### config.mk
export PLATFORM = sky130hd
export DESIGN_NAME = txptr_indirect_ctrl
export DESIGN_NICKNAME = d
export VERILOG_FILES = /design/src/rtl/txptr_pkg.sv /design/src/rtl/txptr_ram.sv /design/src/rtl/txptr_arb.sv /design/src/rtl/txptr_host_regs.sv /design/src/rtl/txptr_indirect_ctrl.sv
export SDC_FILE = /design/constraint.sdc
export NUM_CORES = 1
export LEC_CHECK = 0
export CAP_MARGIN = 30
export CORE_MARGIN = 2
export CORE_UTILIZATION = 35
export CTS_CLUSTER_DIAMETER = 120
export DETAILED_ROUTE_END_ITERATION = 12
export PLACE_DENSITY = 0.48
export SLEW_MARGIN = 20
export SYNTH_ARGS = -nofsm -noshare
export SYNTH_HDL_FRONTEND = slang
export SYNTH_SLANG_ARGS = --single-unit
export TNS_END_PERCENT = 50
### constraint.sdc
create_clock -name clk -period 4.6 [get_ports clk]
set_input_delay 0.46 -clock clk [delete_from_list [all_inputs] [get_ports clk]]
set_output_delay 0.46 -clock clk [all_outputs]
set_load 0.1 [all_outputs]
### src/rtl/txptr_pkg.sv
package txptr_pkg;

    localparam int CH_W    = 6;
    localparam int NUM_CH  = 40;
    localparam int PTR_W   = 9;
    localparam int REG_W   = 16;
    localparam int ADDR_W  = 12;

    localparam logic [ADDR_W-1:0] SEL_OFS = 12'h980;
    localparam logic [ADDR_W-1:0] DAT_OFS = 12'h984;

    localparam int BUSY_BIT = 15;
    localparam int DIR_BIT  = 14;

    typedef enum logic [1:0] {
        ACC_IDLE   = 2'd0,
        ACC_WAIT   = 2'd1,
        ACC_FINISH = 2'd2
    } acc_state_e;

    typedef struct packed {
        logic             en;
        logic             we;
        logic [CH_W-1:0]  ch;
        logic [PTR_W-1:0] wdata;
    } ram_cmd_t;

    function automatic logic ch_in_range(input logic [CH_W-1:0] ch);
        return (int'(ch) < NUM_CH);
    endfunction

    function automatic logic [REG_W-1:0] pack_sel(input logic busy,
                                                  input logic dir,
                                                  input logic [CH_W-1:0] ch);
        logic [REG_W-1:0] v;
        v = '0;
        v[CH_W-1:0] = ch;
        v[DIR_BIT]  = dir;
        v[BUSY_BIT] = busy;
        return v;
    endfunction

    function automatic logic [REG_W-1:0] pack_dat(input logic [PTR_W-1:0] p);
        logic [REG_W-1:0] v;
        v = '0;
        v[PTR_W-1:0] = p;
        return v;
    endfunction

endpackage

### src/rtl/txptr_ram.sv
module txptr_ram
    import txptr_pkg::*;
(
    input  logic             clk,
    input  ram_cmd_t         cmd,
    output logic [PTR_W-1:0] rdata
);
    logic [PTR_W-1:0] mem [NUM_CH];
    logic             hit;

    assign hit = ch_in_range(cmd.ch);

    always_ff @(posedge clk) begin
        if (cmd.en && cmd.we && hit) begin
            mem[cmd.ch] <= cmd.wdata;
        end
        if (cmd.en && !cmd.we) begin
            rdata <= hit ? mem[cmd.ch] : '0;
        end
    end

endmodule

### src/rtl/txptr_arb.sv
module txptr_arb
    import txptr_pkg::*;
(
    input  logic     clk,
    input  logic     rst,
    input  ram_cmd_t eng_cmd,
    input  ram_cmd_t host_cmd,
    output logic     host_gnt,
    output ram_cmd_t ram_cmd
);
    assign host_gnt = host_cmd.en && !eng_cmd.en;
    assign ram_cmd  = eng_cmd.en ? eng_cmd : (host_gnt ? host_cmd : '0);


    eng_priority_chk: assert property (@(posedge clk) disable iff (rst)
        eng_cmd.en |-> !host_gnt);


    host_served_chk: assert property (@(posedge clk) disable iff (rst)
        (host_cmd.en && !eng_cmd.en) |-> (ram_cmd.ch == host_cmd.ch && ram_cmd.en));


    host_range_chk: assert property (@(posedge clk) disable iff (rst)
        host_cmd.en |-> ch_in_range(host_cmd.ch));

endmodule

### src/rtl/txptr_host_regs.sv
module txptr_host_regs
    import txptr_pkg::*;
(
    input  logic              clk,
    input  logic              rst,
    input  logic [ADDR_W-1:0] addr,
    input  logic              wr,
    input  logic [REG_W-1:0]  wdata,
    output logic [REG_W-1:0]  rdata,
    output ram_cmd_t          host_cmd,
    input  logic              host_gnt,
    input  logic [PTR_W-1:0]  ram_rdata
);
    acc_state_e       state_q;
    logic [CH_W-1:0]  ch_q;
    logic             dir_q;
    logic [PTR_W-1:0] data_q;
    logic             busy;
    logic             sel_wr;
    logic             dat_wr;
    logic             ch_ok;

    assign busy   = (state_q != ACC_IDLE);
    assign sel_wr = wr && (addr == SEL_OFS);
    assign dat_wr = wr && (addr == DAT_OFS);
    assign ch_ok  = ch_in_range(ch_q);

    always_ff @(posedge clk) begin
        if (rst) begin
            state_q <= ACC_IDLE;
            ch_q    <= '0;
            dir_q   <= 1'b0;
            data_q  <= '0;
        end else begin
            case (state_q)
                ACC_IDLE: begin
                    if (sel_wr) begin
                        ch_q    <= wdata[CH_W-1:0];
                        dir_q   <= wdata[DIR_BIT];
                        state_q <= ACC_WAIT;
                    end else if (dat_wr) begin
                        data_q <= wdata[PTR_W-1:0];
                    end
                end
                ACC_WAIT: begin
                    if (!ch_ok || host_gnt) begin
                        state_q <= ACC_FINISH;
                    end
                end
                ACC_FINISH: begin
                    if (dir_q) begin
                        data_q <= ch_ok ? ram_rdata : '0;
                    end
                    state_q <= ACC_IDLE;
                end
                default: state_q <= ACC_IDLE;
            endcase
        end
    end

    always_comb begin
        host_cmd.en    = (state_q == ACC_WAIT) && ch_ok;
        host_cmd.we    = !dir_q;
        host_cmd.ch    = ch_q;
        host_cmd.wdata = data_q;
    end

    always_comb begin
        if (addr == SEL_OFS) begin
            rdata = pack_sel(busy, dir_q, ch_q);
        end else if (addr == DAT_OFS) begin
            rdata = pack_dat(data_q);
        end else begin
            rdata = '0;
        end
    end


    start_busy_chk: assert property (@(posedge clk) disable iff (rst)
        (!busy && sel_wr) |=> busy);


    min_len_chk: assert property (@(posedge clk) disable iff (rst)
        (!busy && sel_wr) |=> ##1 busy);


    hold_data_chk: assert property (@(posedge clk) disable iff (rst)
        (state_q == ACC_WAIT) |=> $stable(data_q));


    hold_sel_chk: assert property (@(posedge clk) disable iff (rst)
        (busy && sel_wr) |=> ($stable(ch_q) && $stable(dir_q)));


    read_done_chk: assert property (@(posedge clk) disable iff (rst)
        (state_q == ACC_FINISH) |=> !busy);

endmodule

### src/rtl/txptr_indirect_ctrl.sv
module txptr_indirect_ctrl
    import txptr_pkg::*;
(
    input  logic              clk,
    input  logic              rst,
    input  logic [ADDR_W-1:0] hst_addr,
    input  logic              hst_wr,
    input  logic [REG_W-1:0]  hst_wdata,
    output logic [REG_W-1:0]  hst_rdata,
    input  logic              eng_req,
    input  logic              eng_we,
    input  logic [CH_W-1:0]   eng_ch,
    input  logic [PTR_W-1:0]  eng_wdata,
    output logic [PTR_W-1:0]  eng_rdata
);
    ram_cmd_t         eng_cmd;
    ram_cmd_t         host_cmd;
    ram_cmd_t         ram_cmd;
    logic             host_gnt;
    logic [PTR_W-1:0] ram_rdata;

    always_comb begin
        eng_cmd.en    = eng_req;
        eng_cmd.we    = eng_we;
        eng_cmd.ch    = eng_ch;
        eng_cmd.wdata = eng_wdata;
    end

    txptr_host_regs u_regs (
        .clk       (clk),
        .rst       (rst),
        .addr      (hst_addr),
        .wr        (hst_wr),
        .wdata     (hst_wdata),
        .rdata     (hst_rdata),
        .host_cmd  (host_cmd),
        .host_gnt  (host_gnt),
        .ram_rdata (ram_rdata)
    );

    txptr_arb u_arb (
        .clk      (clk),
        .rst      (rst),
        .eng_cmd  (eng_cmd),
        .host_cmd (host_cmd),
        .host_gnt (host_gnt),
        .ram_cmd  (ram_cmd)
    );

    txptr_ram u_ram (
        .clk   (clk),
        .cmd   (ram_cmd),
        .rdata (ram_rdata)
    );

    assign eng_rdata = ram_rdata;

endmodule

==> results.sh <==
export IMPL_status="finished, final reports clean"
export IMPL_synthAdderAreaFrac_pct=0
export IMPL_via_per_inst=5.53
export IMPL_syn_inst=1040
export IMPL_power_total_mw=7.61
export IMPL_first_pass_iters=5
export IMPL_crit_type="in -> reg"
export IMPL_initial_core_util_pct=35.3
export IMPL_start_kind="input port"
export IMPL_reg2reg_depth=9
export IMPL_yosysTopAreaCellShare_pct=71.3
export IMPL_max_cap_violations=0
export IMPL_synth_xor_area_share_pct=0
export IMPL_min_path_cells=3
export IMPL_drive_gt1_share_pct=17.4
export IMPL_rrSetupSlack_ns=0.78
export IMPL_antenna_found_initial=0
export IMPL_fin_crit_sh_pct=83.1
export IMPL_cts_sinks=387
export IMPL_synth_mux_area_share_pct=4.56
export IMPL_cts_tree="done"
export IMPL_grt_total_usage_pct=21.8
export IMPL_place_inst=1738
export IMPL_async_flop_share_pct=0
export IMPL_coreArea_mm2=0.0440
export IMPL_power_switching_mw=1.73
export IMPL_clockBufferDepth=3
export IMPL_die_area_mm2=0.0461
export IMPL_synth_edf_count=369
export IMPL_rsz0062_at_grt="false"
export IMPL_dpl_hpwl_um=32200
export IMPL_critPathMaxFanout=30
export IMPL_clkTransAtPathRegs_ns=0.06
export IMPL_numCtsBuffers=43
export IMPL_min_path_type="in -> reg"
export IMPL_min_from="hst_wdata[7]"
export IMPL_grt_ovfl_total=0
export IMPL_wire_per_inst_um=27.7
export IMPL_slew_headroom_pct=34.3
export IMPL_power_density_mw_per_mm2=407
export IMPL_area_growth_pct=20.4
export IMPL_setup_viol=0
export IMPL_maxSlewViolCount=0
export IMPL_gp_congestion=0.863
export IMPL_switching_share_pct=22.7
export IMPL_finalHoldViolations=0
export IMPL_wirelength_um=50200
export IMPL_num_vias=10000
export IMPL_cpPeakStageDelay_ns=0.68
export IMPL_crit_family="compound AO/OA/AOI/OAI gates"
export IMPL_grt_pass1_vias=9732
export IMPL_synth_compound_area_share_pct=12.5
export IMPL_die_y_um=215
export IMPL_syn_avg_cell_area_um2=14.9
export IMPL_cp_slowest_cell="a2111oi_0"
export IMPL_hold_slack_ns=0.498
export IMPL_antenna_cells=0
export IMPL_path_cells="clkdlybuf4s50_1 > buf_4 > nand4bb_1 > o21ai_4 > buf_12 > nor3_2 > a22o_1 > a2111oi_0 > buf_4 > o22ai_1 > o41a_1"
export IMPL_htree_levels=2
export IMPL_critPathBufInv=4
export IMPL_drtIter0Drc=1171
export IMPL_clockPowerShare_pct=42.0
export IMPL_stdcell_count=1813
export IMPL_synth_top_family_by_area="compound AO/OA/AOI/OAI gates"
export IMPL_worstPathArrival_ns=4.11
export IMPL_hold_path_end="u_regs.data_q[7]"
export IMPL_worstReg2RegEnd="u_ram.rdata[8]"
export IMPL_finalSetupTns_ns=0
export IMPL_ys_ff_latch=387
export IMPL_ant_nets=0
export IMPL_cpMostUsedCell="buf_4"
export IMPL_die_w_um=215
export IMPL_cts_resized=0
export IMPL_cts_setup_buffers=0
export IMPL_grt_max_degree=41
export IMPL_timing_rr_start="u_regs.state_q[0]"
export IMPL_fin_crit_ns=3.82
export IMPL_intPower_mw=5.88
export IMPL_syn_area_mm2=0.0155
export IMPL_fmaxAchievable_mhz=261
export IMPL_worst_slew_pin_slew_ns=0.983
export IMPL_cts_root_buf="clkbuf_16"
export IMPL_synthSimpleGateAreaFrac_pct=7.11
export IMPL_grt_first_pass_wirelength_um=71900
export IMPL_synth_top_flop_cell="edfxtp_1"
export IMPL_synthDistinctLibCells=66
export IMPL_power_frac_comb_pct=7.0
export IMPL_leakage_nw=6.20
export IMPL_yosysSeqAreaShare_pct=73.6
export IMPL_cts_hold_buf=0
export IMPL_skew_ns=0.0210
export IMPL_yosysWarnings=0
export IMPL_io_buffers=61
export IMPL_drc_errors=0
export IMPL_worstPathRequired_ns=4.89
export IMPL_io_pins=73
export IMPL_max_vdd_ir_drop_uv=215
export IMPL_end_kind="register"
export IMPL_clk_latency_ns=0.56
export IMPL_final_nets=1239
export IMPL_synth_largest_area_cell="edfxtp_1"
export IMPL_ys_top_cells_by_area="edfxtp_1, mux2i_1, nand2_1"
export IMPL_seqPwrFrac_pct=51.0
export IMPL_placementRows=77
==> registers in the layout, indices dropped and copies added, names as in the netlist <==
name and cells:
u_ram.mem 360, u_regs.ch_q 6, u_regs.state_q 2, u_regs.dir_q 1, u_ram.rdata 9, u_regs.data_q 9
==> per-stage QoR <==
step	setup slack, ns	util (%)	area [um^2]
floorplan	0.697	-	15600
global placement	0.375	39.6	17400
detailed placement	0.285	39.6	17400
CTS	0.829	42.5	18700
global route	0.508	42.5	18700
finish	0.776	42.5	18700
==> power groups by stage <==
stage	sequential, mW	combinational, mW	clock, mW
final	3.88	0.531	3.20
after global routing	3.88	0.555	3.38
after CTS	3.88	0.528	3.26
after detailed placement	3.96	0.526	0
after global placement	3.96	0.524	0
after floorplan	3.99	0.237	0
==> worst reg2reg max path: cells and delay by family, from the launching register on <==
family / cells / cell delay (ns)
DFF: 1 / 0.47
buffers and inverters: 2 / 0.46
AOI/OAI and AO/OA: 5 / 1.74
and+or+nand+nor: 1 / 0.50
muxes: 1 / 0.34
==> layout make-up <==
class,count,area (um^2)
Inverter,3,11.3
Fill cell,4072,25300
Tap cell,592,741
Clock buffer,57,1140
Multi-Input combinational cell,588,3820
Timing Repair Buffer,168,1410
Sequential cell,387,11400
Clock inverter,18,138
==> cells by family (layout without fill, tap and decap cells) <==
group | Yosys count | count (layout)
and+or+nand+nor | 254 | 254
other | 1 | 5
muxes | 68 | 68
DFF | 387 | 387
buffers and inverters | 69 | 246
AOI/OAI and AO/OA | 261 | 261
==> cells in the mapped netlist (all sizes together) (2+ instances only) <==
library cell	instances
o22ai	13
and2	7
o41ai	2
o221ai	4
a221o	9
o211ai	5
mux2i	46
o21a	8
a32oi	9
mux2	22
nor3b	2
a41oi	3
nand2	113
a211oi	4
nand2b	3
clkbuf	21
inv	3
a31oi	16
dfxtp	18
a22o	28
edfxtp	369
a21o	2
nor3	12
or3	4
a2111oi	3
buf	45
nand3	14
a222oi	10
a221oi	11
nor4	4
o2bb2ai	8
o21ai	26
o31ai	2
a22oi	32
and3	3
nor2	84
a32o	3
a311oi	9
a21oi	47
==> layer usage <==
layer | track usage (%) | vias up | routed length (um)
li1 | - | 4411 | -
met1 | 31.2 | 5064 | 22500
met2 | 32.5 | 470 | 22000
met3 | 4.78 | 77 | 4260
met4 | 7.64 | 0 | 1440
met5 | 0 | - | 0
==> worst max-delay path by stage <==
stage               depth (start not counted)  slack, ns              start        endpoint
CTS                                         9       0.83  u_regs.state_q[0]  u_ram.rdata[8]
floorplan                                   5       0.70        hst_addr[1]   hst_rdata[15]
global route                                8       0.51  u_regs.state_q[0]  u_ram.rdata[8]
detailed placement                         11       0.29            eng_req  u_ram.rdata[5]
global placement                           11       0.37            eng_req  u_ram.rdata[5]
finish                                     11       0.78            eng_req  u_ram.rdata[5]
==> placed cells by master, fill, tap and decap left out, drive strengths merged, types with 7 or more instances in the layout <==
master / n
a31oi: 16
clkinv: 14
a22oi: 32
nand2: 113
mux2: 22
a311oi: 9
o22ai: 13
edfxtp: 369
dfxtp: 18
mux2i: 46
clkbuf: 57
nor2: 84
o2bb2ai: 8
a222oi: 10
a221o: 9
and2: 7
a32oi: 9
a221oi: 11
o21a: 8
nor3: 12
a21oi: 47
nand3: 14
a22o: 28
o21ai: 26
buf: 118
clkdlybuf4s50: 50
(Power assumes the default switching activity.)
